$ cat config.mk
export PLATFORM = sky130hd
export DESIGN_NAME = ldu_hazard_unit
export DESIGN_NICKNAME = d
export VERILOG_FILES = /design/src/rtl/ldu_pkg.sv /design/src/rtl/ldu_src_match.sv /design/src/rtl/ldu_stall_ctl.sv /design/src/rtl/ldu_hazard_unit.sv
export SDC_FILE = /design/constraint.sdc
export NUM_CORES = 1
export LEC_CHECK = 0
export ABC_AREA = 1
export BUFFER_PORTS_ARGS = -buffer_cell sky130_fd_sc_hd__buf_2
export CAP_MARGIN = 20
export CORE_AREA = 2 2 39 41
export DETAILED_ROUTE_END_ITERATION = 10
export DIE_AREA = 0 0 41 43
export GPL_TIMING_DRIVEN = 0
export PLACE_DENSITY = 0.55
export SLEW_MARGIN = 20
export SYNTH_ARGS = -nofsm -noshare
export SYNTH_HDL_FRONTEND = slang
export SYNTH_HIERARCHICAL = 1
export SYNTH_SLANG_ARGS = --single-unit
$ cat constraint.sdc
create_clock -name vclk -period 0.8
set_clock_uncertainty 0.1 [all_clocks]
set_input_delay 0.04 -clock vclk [all_inputs]
set_output_delay 0.04 -clock vclk [all_outputs]
set_load 0.005 [all_outputs]
$ cat src/rtl/ldu_pkg.sv
package ldu_pkg;
  localparam int unsigned REG_IDX_W = 5;
  localparam int unsigned SRC_CNT   = 2;

  typedef struct packed {
    logic pc_we;
    logic ifid_we;
    logic ctrl_zero;
  } stall_ctrl_t;
endpackage

$ cat src/rtl/ldu_src_match.sv
module ldu_src_match #(
  parameter int unsigned REG_W = ldu_pkg::REG_IDX_W
) (
  input  logic [REG_W-1:0] dst_i,
  input  logic [REG_W-1:0] src_i,
  output logic             hit_o
);
  // register 0 is hardwired, never a real dependency
  logic dst_live;
  assign dst_live = |dst_i;
  assign hit_o    = dst_live && (dst_i == src_i);
endmodule

$ cat src/rtl/ldu_stall_ctl.sv
module ldu_stall_ctl #(
  parameter int unsigned NUM_SRC = ldu_pkg::SRC_CNT
) (
  input  logic                  is_load_i,
  input  logic [NUM_SRC-1:0]    hit_i,
  output ldu_pkg::stall_ctrl_t  ctrl_o
);
  logic stall;
  assign stall = is_load_i && (|hit_i);

  always_comb begin
    ctrl_o.pc_we     = ~stall;
    ctrl_o.ifid_we   = ~stall;
    ctrl_o.ctrl_zero = stall;
  end
endmodule

$ cat src/rtl/ldu_hazard_unit.sv
module ldu_hazard_unit #(
  parameter int unsigned REG_W   = ldu_pkg::REG_IDX_W,
  parameter int unsigned NUM_SRC = ldu_pkg::SRC_CNT
) (
  input  logic             ex_mem_read_i,
  input  logic [REG_W-1:0] ex_rt_i,
  input  logic [REG_W-1:0] id_rs_i,
  input  logic [REG_W-1:0] id_rt_i,
  output logic             pc_we_o,
  output logic             ifid_we_o,
  output logic             ctrl_zero_o
);
  logic [NUM_SRC-1:0][REG_W-1:0] src;
  logic [NUM_SRC-1:0]            hit;
  ldu_pkg::stall_ctrl_t          ctrl;

  always_comb begin
    src = '0;
    src[0] = id_rs_i;
    if (NUM_SRC > 1) src[NUM_SRC-1] = id_rt_i;
  end

  for (genvar g = 0; g < NUM_SRC; g++) begin : g_match
    ldu_src_match #(.REG_W(REG_W)) i_match (
      .dst_i (ex_rt_i),
      .src_i (src[g]),
      .hit_o (hit[g])
    );
  end

  ldu_stall_ctl #(.NUM_SRC(NUM_SRC)) i_ctl (
    .is_load_i (ex_mem_read_i),
    .hit_i     (hit),
    .ctrl_o    (ctrl)
  );

  assign pc_we_o     = ctrl.pc_we;
  assign ifid_we_o   = ctrl.ifid_we;
  assign ctrl_zero_o = ctrl.ctrl_zero;
endmodule

=== Yosys cells after proc, flatten, opt, wreduce, memory -nomap -nowiden ===
Index checks and enable logic that the tools add are counted.

* Reduce and logical (&&, ||, !) cells: 5
* Equal/unequal tests: 2
* Bitwise gates (word level): 1

{| class="wikitable"
|+ Operators with widths
! cell !! count
|-
| $eq 5x5->1 || 2
|-
| $reduce_or 5->1 || 1
|-
| $logic_and 1x1->1 || 3
|-
| $reduce_or 2->1 || 1
|-
| $not 1->1 || 1
|}

* Output and inout port bits: 3
* Logic and storage cells: 8
* Flip-flop bits (word level): 0
* Bits of input ports: 16

=== Logic depth before layout (Yosys ltp) ===
Gate-level depths: netlist (run 1).

* Word-level depth: 5
* Mapped depth: 9
* Gate-level depth less buffers: 8

=== Hierarchy ===
Netlist (run 1), hierarchy kept.

{| class="wikitable"
|+ By module, submodules not included
! module !! area an instance (µm²) !! cells each !! instances !! sequential area each (µm²)
|-
| ldu_src_match || 118.9 || 30 || 2 || 0.0
|-
| ldu_stall_ctl || 31.3 || 6 || 1 || 0.0
|}

=== Worst setup path after synthesis (run 1) ===
No wires, ideal clock.

* Kind: input -> output
* From: input port ex_rt_i[2]
* To: output port pc_we_o
* Setup slack: -0.039 ns
* Buffers on the path: 1
* Stages on the path: 6
* Required time: 0.660 ns
* Arrival: 0.699 ns
* Path through: nor2_1 nand2_1 a21boi_0 nor2_1 o21ai_1 buf_4

* Longest elaborated chain between the ends: 5
* Elaborated cells on any way between the ends: 8
* Classes of those cells: eq/ne (2); bitwise (1); reduce/logical (5)

{| class="wikitable"
|+ RTL lines
! item !! RTL line !! source
|-
| start: declaration || ldu_hazard_unit.sv:6 || <nowiki>input logic [REG_W-1:0] ex_rt_i,</nowiki>
|-
| $eq 5x5->1 / $reduce_or 5->1 (equally long branches) || ldu_src_match.sv:11, ldu_src_match.sv:10 ||
|-
| $logic_and 1x1->1 (*) || ldu_src_match.sv:11 || <nowiki>assign hit_o = dst_live && (dst_i == src_i);</nowiki>
|-
| via hit[1] || ldu_hazard_unit.sv:14 || <nowiki>logic [NUM_SRC-1:0] hit;</nowiki>
|-
| $reduce_or 2->1 (*) || ldu_stall_ctl.sv:9 || <nowiki>assign stall = is_load_i && (|hit_i);</nowiki>
|-
| $logic_and 1x1->1 (*) || ldu_stall_ctl.sv:9 ||
|-
| $not 1->1 (*) || - ||
|-
| end: declaration || ldu_hazard_unit.sv:9 || <nowiki>output logic pc_we_o,</nowiki>
|}

Mark *: on every way through the listed nets, which the timed path passes. The rest lies on a longest branch.

=== Worst setup path after layout (run 1) ===
* From: input port ex_rt_i[0]
* To: output port pc_we_o

* Longest elaborated chain between the ends: 5
* Elaborated cells on any way between the ends: 8
* Classes of those cells: eq/ne (2); bitwise (1); reduce/logical (5)

{| class="wikitable"
|+ RTL lines
! item !! RTL line !! source
|-
| $eq 5x5->1 / $reduce_or 5->1 (equally long branches) || ldu_src_match.sv:11, ldu_src_match.sv:10 ||
|-
| $logic_and 1x1->1 (*) || ldu_src_match.sv:11 ||
|-
| via hit[0] || ldu_hazard_unit.sv:14 ||
|-
| $reduce_or 2->1 (*) || ldu_stall_ctl.sv:9 ||
|-
| $logic_and 1x1->1 (*) || ldu_stall_ctl.sv:9 ||
|-
| $not 1->1 (*) || ldu_stall_ctl.sv:12 || <nowiki>ctrl_o.pc_we = ~stall;</nowiki>
|}

Marked as above.

==> flow_summary.json, run 1 <==
{
  "routabilityCongestion": 0.641,
  "violations": "setup timing",
  "die-height_um": 43,
  "layout.filler_cells": 162,
  "fp.dieW_um": 41,
  "power_leakage_uw": 0.000301,
  "start_kind": "input pin",
  "synth_top_area_cell": "sky130_fd_sc_hd__nand2_1",
  "timing.max_cap.violations": 0,
  "post_synth_num_cell_types": 7,
  "rsz0062_at_grt": "yes",
  "grt_max_degree": 7,
  "diodes": 0,
  "number_of_buffers_inserted_by_post_cts_setup_repair": 0,
  "nature_of_the_critical_path_endpoint": "output pin",
  "routed-via-count": 374,
  "final_antenna_net_count": 0,
  "seq_area_um2": 0,
  "avgSynthCellArea_um2": 4.08,
  "globalRoute.totalOverflow": 0,
  "synth_warnings": 6,
  "vias_per_cell": 3.74,
  "design.die.area_mm2": 0.00176,
  "worstHoldPathType": "in2out",
  "hpwl_um": 533,
  "synth_cells": 66,
  "numPortBuffers": 19,
  "remaining_drc_errors": 0,
  "groute.usage.overall_pct": 6.09,
  "max-vdd-ir-drop_mv": 0.151,
  "first_global_vias": 251,
  "detail_route.wl_per_cell_um": 6.26,
  "slew_viol_final": 0,
  "pin_count": 19,
  "power_density_mw_per_mm2": 425,
  "timing.slew.headroom_pct": 92.2,
  "tightestPinTransition_ns": 0.116,
  "detail_route.first_pass.iterations": 4,
  "fin_ws_ns": -0.197,
  "post_route_cells_drive_above_1_share_pct": 40.5,
  "fin_nets": 102,
  "multiInputGateArea_um2": 224,
  "place_area_um2": 384,
  "placementRows": 14,
  "timing.hold.ws_ns": 0.244,
  "final-hold-violation-count": 0,
  "synth_top_area_share_pct": 41.9,
  "layout.sequential_cells": 0,
  "grt_first_pass_wirelength_um": 828,
  "core-area_mm2": 0.00138,
  "status": "finished, violations left",
  "grt_antenna_before_repair": 0,
  "synth.net_count": 82,
  "yosysMostFrequentCell": "sky130_fd_sc_hd__nand2_1",
  "cp.arrival_ns": 0.86,
  "mappedNetlistArea_um2": 269,
  "worstPathMaxFanout": 6,
  "area_growth_syn_to_layout_pct": 73.5,
  "required_time_of_the_critical_path_ns": 0.66,
  "first_iter_violations": 6,
  "final_period_minus_worst_setup_slack_ns": 0.997,
  "synth_sequential_area_ratio_pct": 0,
  "initial_utilization_pct": 19.4,
  "post_cts_hold_fix_bufs": 0,
  "fin_crit_sh_pct": 125,
  "clock.fmax_mhz": 1000,
  "nClkBuffers": 0,
  "netlist_top_cells_count": "sky130_fd_sc_hd__nand2_1 (30), sky130_fd_sc_hd__inv_1 (17), sky130_fd_sc_hd__nor2_1 (12)",
  "setup_viol": 3,
  "fin_area_um2": 467,
  "wirelength_um": 626,
  "criticalPathCategory": "in2out",
  "synth_area_leaders": "sky130_fd_sc_hd__nand2_1 (42%), sky130_fd_sc_hd__inv_1 (24%), sky130_fd_sc_hd__nor2_1 (17%)"
}
-- power by group --
group	internal, uW	total, uW	switching (uW)
registers	0	0	0
logic	106	198	92.4
clock network	0	0	0
-- cell families (layout without fill, tap and decap cells) --
kind of cell	count (synthesis)	count (layout)	synth area share (%)
buf+inv	19	37	29.3
compound gates	3	3	7.44
simple gates	44	44	63.3
-- per-stage QoR --
stage                     power, uW  setup WS, ns  TNS, ns  utilization [%]  instances
after floorplan                83.7       0.00403        0                -         66
after global placement          150        -0.291   -0.752             27.8        101
after detailed placement        155        -0.281   -0.729             27.8        101
after CTS                       178        -0.221   -0.500             30.7        100
after global routing            220        -0.269   -0.692             33.7        100
final                           198        -0.197   -0.443             33.7        100
-- placed cells by master, fill, tap and decap left out, drive strengths merged --
| cell type | Yosys | routed |
|---|---|---|
| nand2 | 30 | 30 |
| buf | 2 | 20 |
| inv | 17 | 17 |
| nor2 | 14 | 14 |
| a21boi | 2 | 2 |
| o21ai | 1 | 1 |
-- path summary, 6_finish.rpt --
path | startpoint | cells after the start | end | slack, ns
worst max-delay path | ex_rt_i[0] | 8 | pc_we_o | -0.20
worst min-delay path | ex_mem_read_i | 3 | ifid_we_o | 0.24
-- area by class of cell --
| class | count | area share (%) |
|---|---|---|
| Buffer | 1 | 1.61 |
| Inverter | 17 | 13.7 |
| Multi-Input combinational cell | 47 | 48.0 |
| Tap cell | 16 | 4.29 |
| Timing Repair Buffer | 19 | 32.4 |
-- routing by layer --
layer  part of all wire (%)  up-vias  GRT usage (%)
met3                    7.0        0              0
met1                     47      145           8.54
met5                      0        -              0
met2                     45       10           10.6
li1                       -      219              -
met4                      0        0              0
-- timing repair --
| action | 4_1_cts | 5_1_grt |
|---|---|---|
| resized for setup | 15 | 12 |
| endpoints found under the setup margin | 3 | 3 |
| pin swaps | 14 | 9 |
-- critical path: stages --
cell	delay, ns
sky130_fd_sc_hd__buf_8	0.11
sky130_fd_sc_hd__nor2_1	0.10
sky130_fd_sc_hd__nand2_1	0.07
sky130_fd_sc_hd__a21boi_2	0.15
sky130_fd_sc_hd__nor2_2	0.06
sky130_fd_sc_hd__o21ai_2	0.14
sky130_fd_sc_hd__buf_4	0.12
sky130_fd_sc_hd__buf_6	0.08
Power figures use the tool's default switching activity.
==> run 2: changes to the inputs <==
Settings changed: PLACE_DENSITY 0.55 to unset, PLACE_DENSITY_LB_ADDON set to 0.3, SYNTH_HIERARCHICAL 1 to unset.
Clock period 0.8 ns to 1.24 ns, I/O delays scaled along.
==> run 2 against run 1 <==
Net effect:
- the run now ends clean
- first-iteration DRC count fell by 83%
- wire length fell by 15%
- count of clock-buffer cells in the layout did not move
- synthesized cell count fell by 26%
- utilization fell by 10 points
- sequential share of layout area did not move
==> flow_summary.json, run 2 <==
{
  "status": "finished, final reports clean",
  "synth_cells": 49,
  "final-hold-violation-count": 0,
  "avgSynthCellArea_um2": 4.32,
  "cp.arrival_ns": 0.92,
  "gr-usage-met1_pct": 6.65,
  "pin_count": 19,
  "hpwl_um": 500,
  "ctsResizeCount": 0,
  "grt_first_pass_wirelength_um": 800,
  "setup.worst_path.start": "ex_rt_i[2]",
  "synth_warnings": 0,
  "worstPathMaxFanout": 4,
  "die-height_um": 43,
  "remaining_drc_errors": 0,
  "power_density_mw_per_mm2": 270,
  "routabilityCongestion": 0.717,
  "vias_per_cell": 3.57,
  "slew_viol_final": 0,
  "mappedNetlistArea_um2": 211,
  "clock.fmax_mhz": 927,
  "fin_nets": 86,
  "design_power_total_uw": 88.2,
  "final_period_minus_worst_setup_slack_ns": 1.08,
  "met2_usage_pct": 11.9,
  "criticalPathCategory": "in2out",
  "placedCellCount": 84,
  "core-area_mm2": 0.00138,
  "fin_tns_setup_ns": 0,
  "fin_crit_sh_pct": 87.0,
  "design.die.area_mm2": 0.00176,
  "timing.slew.headroom_pct": 91.2,
  "yosysMostFrequentCell": "sky130_fd_sc_hd__nand2_1",
  "area_growth_syn_to_layout_pct": 54.4,
  "globalRoute.totalOverflow": 0,
  "most_frequent_cells_in_the_layout": "sky130_fd_sc_hd__nand2_1 (22), sky130_fd_sc_hd__buf_2 (19), sky130_fd_sc_hd__inv_1 (8), sky130_fd_sc_hd__nor2_1 (8)",
  "globalRouteMet3Util_pct": 0,
  "timing.critical_path.to": "pc_we_o",
  "grt_antenna_before_repair": 0,
  "initial_utilization_pct": 15.3,
  "start_kind": "input pin",
  "required_time_of_the_critical_path_ns": 1.08,
  "wirelength_um": 531,
  "synth_top_area_share_pct": 39.1,
  "routed-via-count": 300,
  "post_synth_num_cell_types": 9,
  "timing.max_cap.violations": 0,
  "placementRows": 14,
  "layout_commonest_cell": "sky130_fd_sc_hd__nand2_1",
  "fp.dieW_um": 41,
  "nature_of_the_critical_path_endpoint": "output pin",
  "setup_viol": 0,
  "detail_route.wl_per_cell_um": 6.32,
  "detail_route.first_pass.iterations": 2,
  "tightestPinTransition_ns": 0.132,
  "post_cts_hold_fix_bufs": 0,
  "synth_area_leaders": "sky130_fd_sc_hd__nand2_1 (39%), sky130_fd_sc_hd__inv_1 (14%), sky130_fd_sc_hd__nor2_1 (14%)",
  "seq_area_um2": 0,
  "first_global_vias": 250,
  "synth_sequential_area_ratio_pct": 0,
  "final_antenna_net_count": 0,
  "netlist_top_cells_count": "sky130_fd_sc_hd__nand2_1 (22), sky130_fd_sc_hd__inv_1 (8), sky130_fd_sc_hd__nor2_1 (8), sky130_fd_sc_hd__inv_2 (3), sky130_fd_sc_hd__nand3_1 (3)",
  "final_standard_cell_count_with_taps_included_and_fillers_excluded": 84,
  "synth.net_count": 65,
  "grt.busiest_layer": "met2",
  "diodes": 0,
  "nClkBuffers": 0,
  "grt_max_degree": 5,
  "number_of_buffers_inserted_by_post_cts_setup_repair": 0,
  "post_route_cells_drive_above_1_share_pct": 35.3,
  "groute.usage.overall_pct": 5.89,
  "synth_top_area_cell": "sky130_fd_sc_hd__nand2_1",
  "worstHoldPathType": "in2out",
  "power_leakage_uw": 0.000229,
  "rsz0062_at_grt": "no",
  "timing.hold.ws_ns": 0.351,
  "layout.filler_cells": 179,
  "first_iter_violations": 1,
  "numPortBuffers": 19,
  "multiInputGateArea_um2": 163,
  "layout.sequential_cells": 0,
  "max-vdd-ir-drop_mv": 0.0577
}
## run 2: cell types whose count changed after synthesis, sizes merged
| cell | previous run | this run |
|---|---|---|
| o21ai | 1 | 0 |
| nor2 | 14 | 8 |
| buf | 2 | 1 |
| nand3 | 0 | 3 |
| a21oi | 0 | 1 |
| xor2 | 0 | 1 |
| a21boi | 2 | 0 |
| nand2 | 30 | 22 |
| xnor2 | 0 | 2 |
| inv | 17 | 11 |
## run 2: logic make-up (layout without fill, tap and decap cells)
logic type | after synthesis | in the layout | synth area share [%]
buf+inv | 12 | 31 | 23.1
xor+xnor | 3 | 3 | 12.4
simple gates | 33 | 33 | 60.4
compound gates | 1 | 1 | 4.14
## run 2: power by group
group,leakage (uW),internal [uW],switching (uW),total [uW]
Combinational,0.000229,43.8,44.4,88.2
Sequential,0,0,0,0
Clock,0,0,0,0
## run 2: through the flow
step,utilization (%),setup WS [ns],area (um2)
after CTS,23.6,0.142,327
after global routing,23.6,0.0512,327
final,23.6,0.161,327
after floorplan,-,0.441,211
after global placement,23.6,0.155,327
after detailed placement,23.6,0.142,327
## run 2: how the worst min path moves through the flow
| stage | slack (ns) | end | startpoint | cells past startpoint |
|---|---|---|---|---|
| 4_1_cts | 0.36 | ctrl_zero_o | ex_mem_read_i | 4 |
| 5_1_grt | 0.36 | ctrl_zero_o | ex_mem_read_i | 4 |
| 3_5_place_dp | 0.36 | ctrl_zero_o | ex_mem_read_i | 4 |
| 6_report | 0.35 | ctrl_zero_o | ex_mem_read_i | 4 |
| 2_1_floorplan | 0.13 | ctrl_zero_o | ex_mem_read_i | 2 |
| 3_3_place_gp | 0.35 | ctrl_zero_o | ex_mem_read_i | 4 |
## run 2: layer usage
layer	up-vias	part of all wire, %	wire length (um)
li1	177	-	-
met1	113	42	224
met2	10	48	257
met3	0	9.2	49
met4	0	0	0
met5	-	0	0
## run 2: layout make-up
class                      count  share of cell area [%]
timing repair buffer          19                    29.1
tap                           16                    6.13
buffer                         1                    2.30
inverter                      11                    12.6
multi-input combinational     37                    49.8
## run 2: critical path, stage by stage
cell and delay (ns):
sky130_fd_sc_hd__buf_2 0.12, sky130_fd_sc_hd__inv_2 0.04, sky130_fd_sc_hd__nand2_1 0.05, sky130_fd_sc_hd__nand2_1 0.05, sky130_fd_sc_hd__nor2_1 0.11, sky130_fd_sc_hd__nand3_1 0.12, sky130_fd_sc_hd__nand2_1 0.08, sky130_fd_sc_hd__nand2_1 0.06
sky130_fd_sc_hd__buf_4 0.12, sky130_fd_sc_hd__buf_2 0.11
==> run 3: changes to the inputs <==
--- a/config.mk
+++ b/config.mk
@@ -7,4 +7,5 @@
 export LEC_CHECK = 0
 export ABC_AREA = 1
+export ABC_CLOCK_PERIOD_IN_PS = 1240
 export BUFFER_PORTS_ARGS = -buffer_cell sky130_fd_sc_hd__buf_2
 export CAP_MARGIN = 20
==> constraint.sdc (replaced) <==
create_clock -name vclk -period 1.24
set_clock_uncertainty 0.1 [all_clocks]
set_input_delay 0.062 -clock vclk [all_inputs]
set_output_delay 0.062 -clock vclk [all_outputs]
set_load 0.05 [all_outputs]
==> run 3 against run 2 <==
Net effect:
- flip-flop and latch count unchanged
- combinational power rose by 18%
- utilization increased by 0.63 points
==> flow_summary.json, run 3 (synthesis gave the netlist of run 2 again) <==
{
  "layout.sequential_cells": 0,
  "max-vdd-ir-drop_mv": 0.0577,
  "placedCellCount": 84,
  "tightestPinTransition_ns": 0.247,
  "status": "finished, final reports clean",
  "cp_num_buf_inv": 3,
  "first_iter_violations": 1,
  "cp.arrival_ns": 0.95,
  "min-delay-start": "ex_mem_read_i",
  "fin_crit_sh_pct": 89.9,
  "cp_slowest_cell": "sky130_fd_sc_hd__buf_6",
  "hpwl_um": 500,
  "place_area_um2": 327,
  "largest_incremental_delay_on_the_critical_path_ns": 0.14,
  "worstPathMaxFanout": 4,
  "fin_nets": 86,
  "number_of_buffers_inserted_by_post_cts_setup_repair": 0,
  "clock.fmax_mhz": 897,
  "seq_area_um2": 0,
  "power_leakage_uw": 0.000232,
  "rsz0062_at_grt": "no",
  "core-area_mm2": 0.00138,
  "final_period_minus_worst_setup_slack_ns": 1.12,
  "hold_path_depth": 4,
  "post_cts_hold_fix_bufs": 0,
  "fin_area_um2": 335,
  "placementRows": 14,
  "pin_count": 19,
  "remaining_drc_errors": 0,
  "wirelength_um": 542,
  "setup.worst_path.start": "ex_rt_i[1]",
  "grt_antenna_before_repair": 0,
  "start_kind": "input pin",
  "final-hold-violation-count": 0,
  "routabilityCongestion": 0.717,
  "cp_cell_sequence": "buf_2 > nor2_2 > nor2_1 > nor2_1 > nand3_1 > nand2_1 > nand2_1 > buf_4 > buf_6",
  "routed-via-count": 303,
  "timing.max_cap.violations": 0,
  "required_time_of_the_critical_path_ns": 1.08,
  "layout.filler_cells": 177,
  "final_antenna_net_count": 0,
  "vias_per_cell": 3.61,
  "detail_route.wl_per_cell_um": 6.45,
  "grt_first_pass_wirelength_um": 800,
  "post_route_cells_drive_above_1_share_pct": 36.8,
  "fp.dieW_um": 41,
  "initial_utilization_pct": 15.3,
  "diodes": 0,
  "nClkBuffers": 0,
  "fin_tns_setup_ns": 0,
  "numPortBuffers": 19,
  "detail_route.first_pass.iterations": 2,
  "first_global_vias": 250,
  "grt_max_degree": 5,
  "crit_cells": 9,
  "design.die.area_mm2": 0.00176,
  "path_delay_family": "simple AND/OR/NAND/NOR gates",
  "globalRoute.totalOverflow": 0,
  "ctsResizeCount": 0,
  "slew_viol_final": 0,
  "die-height_um": 43,
  "layout_commonest_cell": "sky130_fd_sc_hd__nand2_1",
  "criticalPathCategory": "in2out",
  "area_growth_syn_to_layout_pct": 58.6,
  "final_standard_cell_count_with_taps_included_and_fillers_excluded": 84,
  "groute.usage.overall_pct": 5.89,
  "multiInputGateArea_um2": 165,
  "setup_viol": 0,
  "timing.slew.headroom_pct": 83.6,
  "worstHoldPathType": "in2out",
  "power_density_mw_per_mm2": 309,
  "most_frequent_cells_in_the_layout": "sky130_fd_sc_hd__nand2_1 (22), sky130_fd_sc_hd__buf_2 (18), sky130_fd_sc_hd__inv_1 (8), sky130_fd_sc_hd__nor2_1 (7)",
  "nature_of_the_critical_path_endpoint": "output pin"
}
==> run 3: cell counts in the layout (fill, tap and decap cells not counted) <==
Identical to the previous run, type by type.
==> run 3: report_power, final <==
part | leakage (uW) | switching [uW] | internal (uW) | total [uW]
sequential | 0 | 0 | 0 | 0
combinational | 0.000232 | 57.8 | 45.8 | 104
clock | 0 | 0 | 0 | 0
==> run 3: area by class of cell <==
class / count / share of cell area (%)
inverters: 11 / 12.3
repair buffers: 19 / 30.2
well taps: 16 / 5.97
plain buffers: 1 / 2.24
multi-input cells: 37 / 49.3
==> run 3: final timing paths <==
check           to
min    ctrl_zero_o
max        pc_we_o
==> run 3: stage by stage <==
stage,worst slack [ns],power [uW],hold WS (ns),util [%]
after floorplan,0.0271,59.0,0.209,-
after global placement,0.0694,101,0.439,23.6
final,0.125,104,0.437,24.2
after CTS,0.0562,103,0.442,23.6
after detailed placement,0.0565,103,0.441,23.6
after global routing,0.0189,117,0.448,24.2
==> run 3: layer usage <==
| layer | track usage [%] | vias up | wire, um |
|---|---|---|---|
| li1 | - | 177 | - |
| met1 | 6.65 | 116 | 235 |
| met2 | 11.9 | 10 | 266 |
| met3 | 0 | 0 | 40 |
| met4 | 0 | 0 | 0 |
| met5 | 0 | - | 0 |
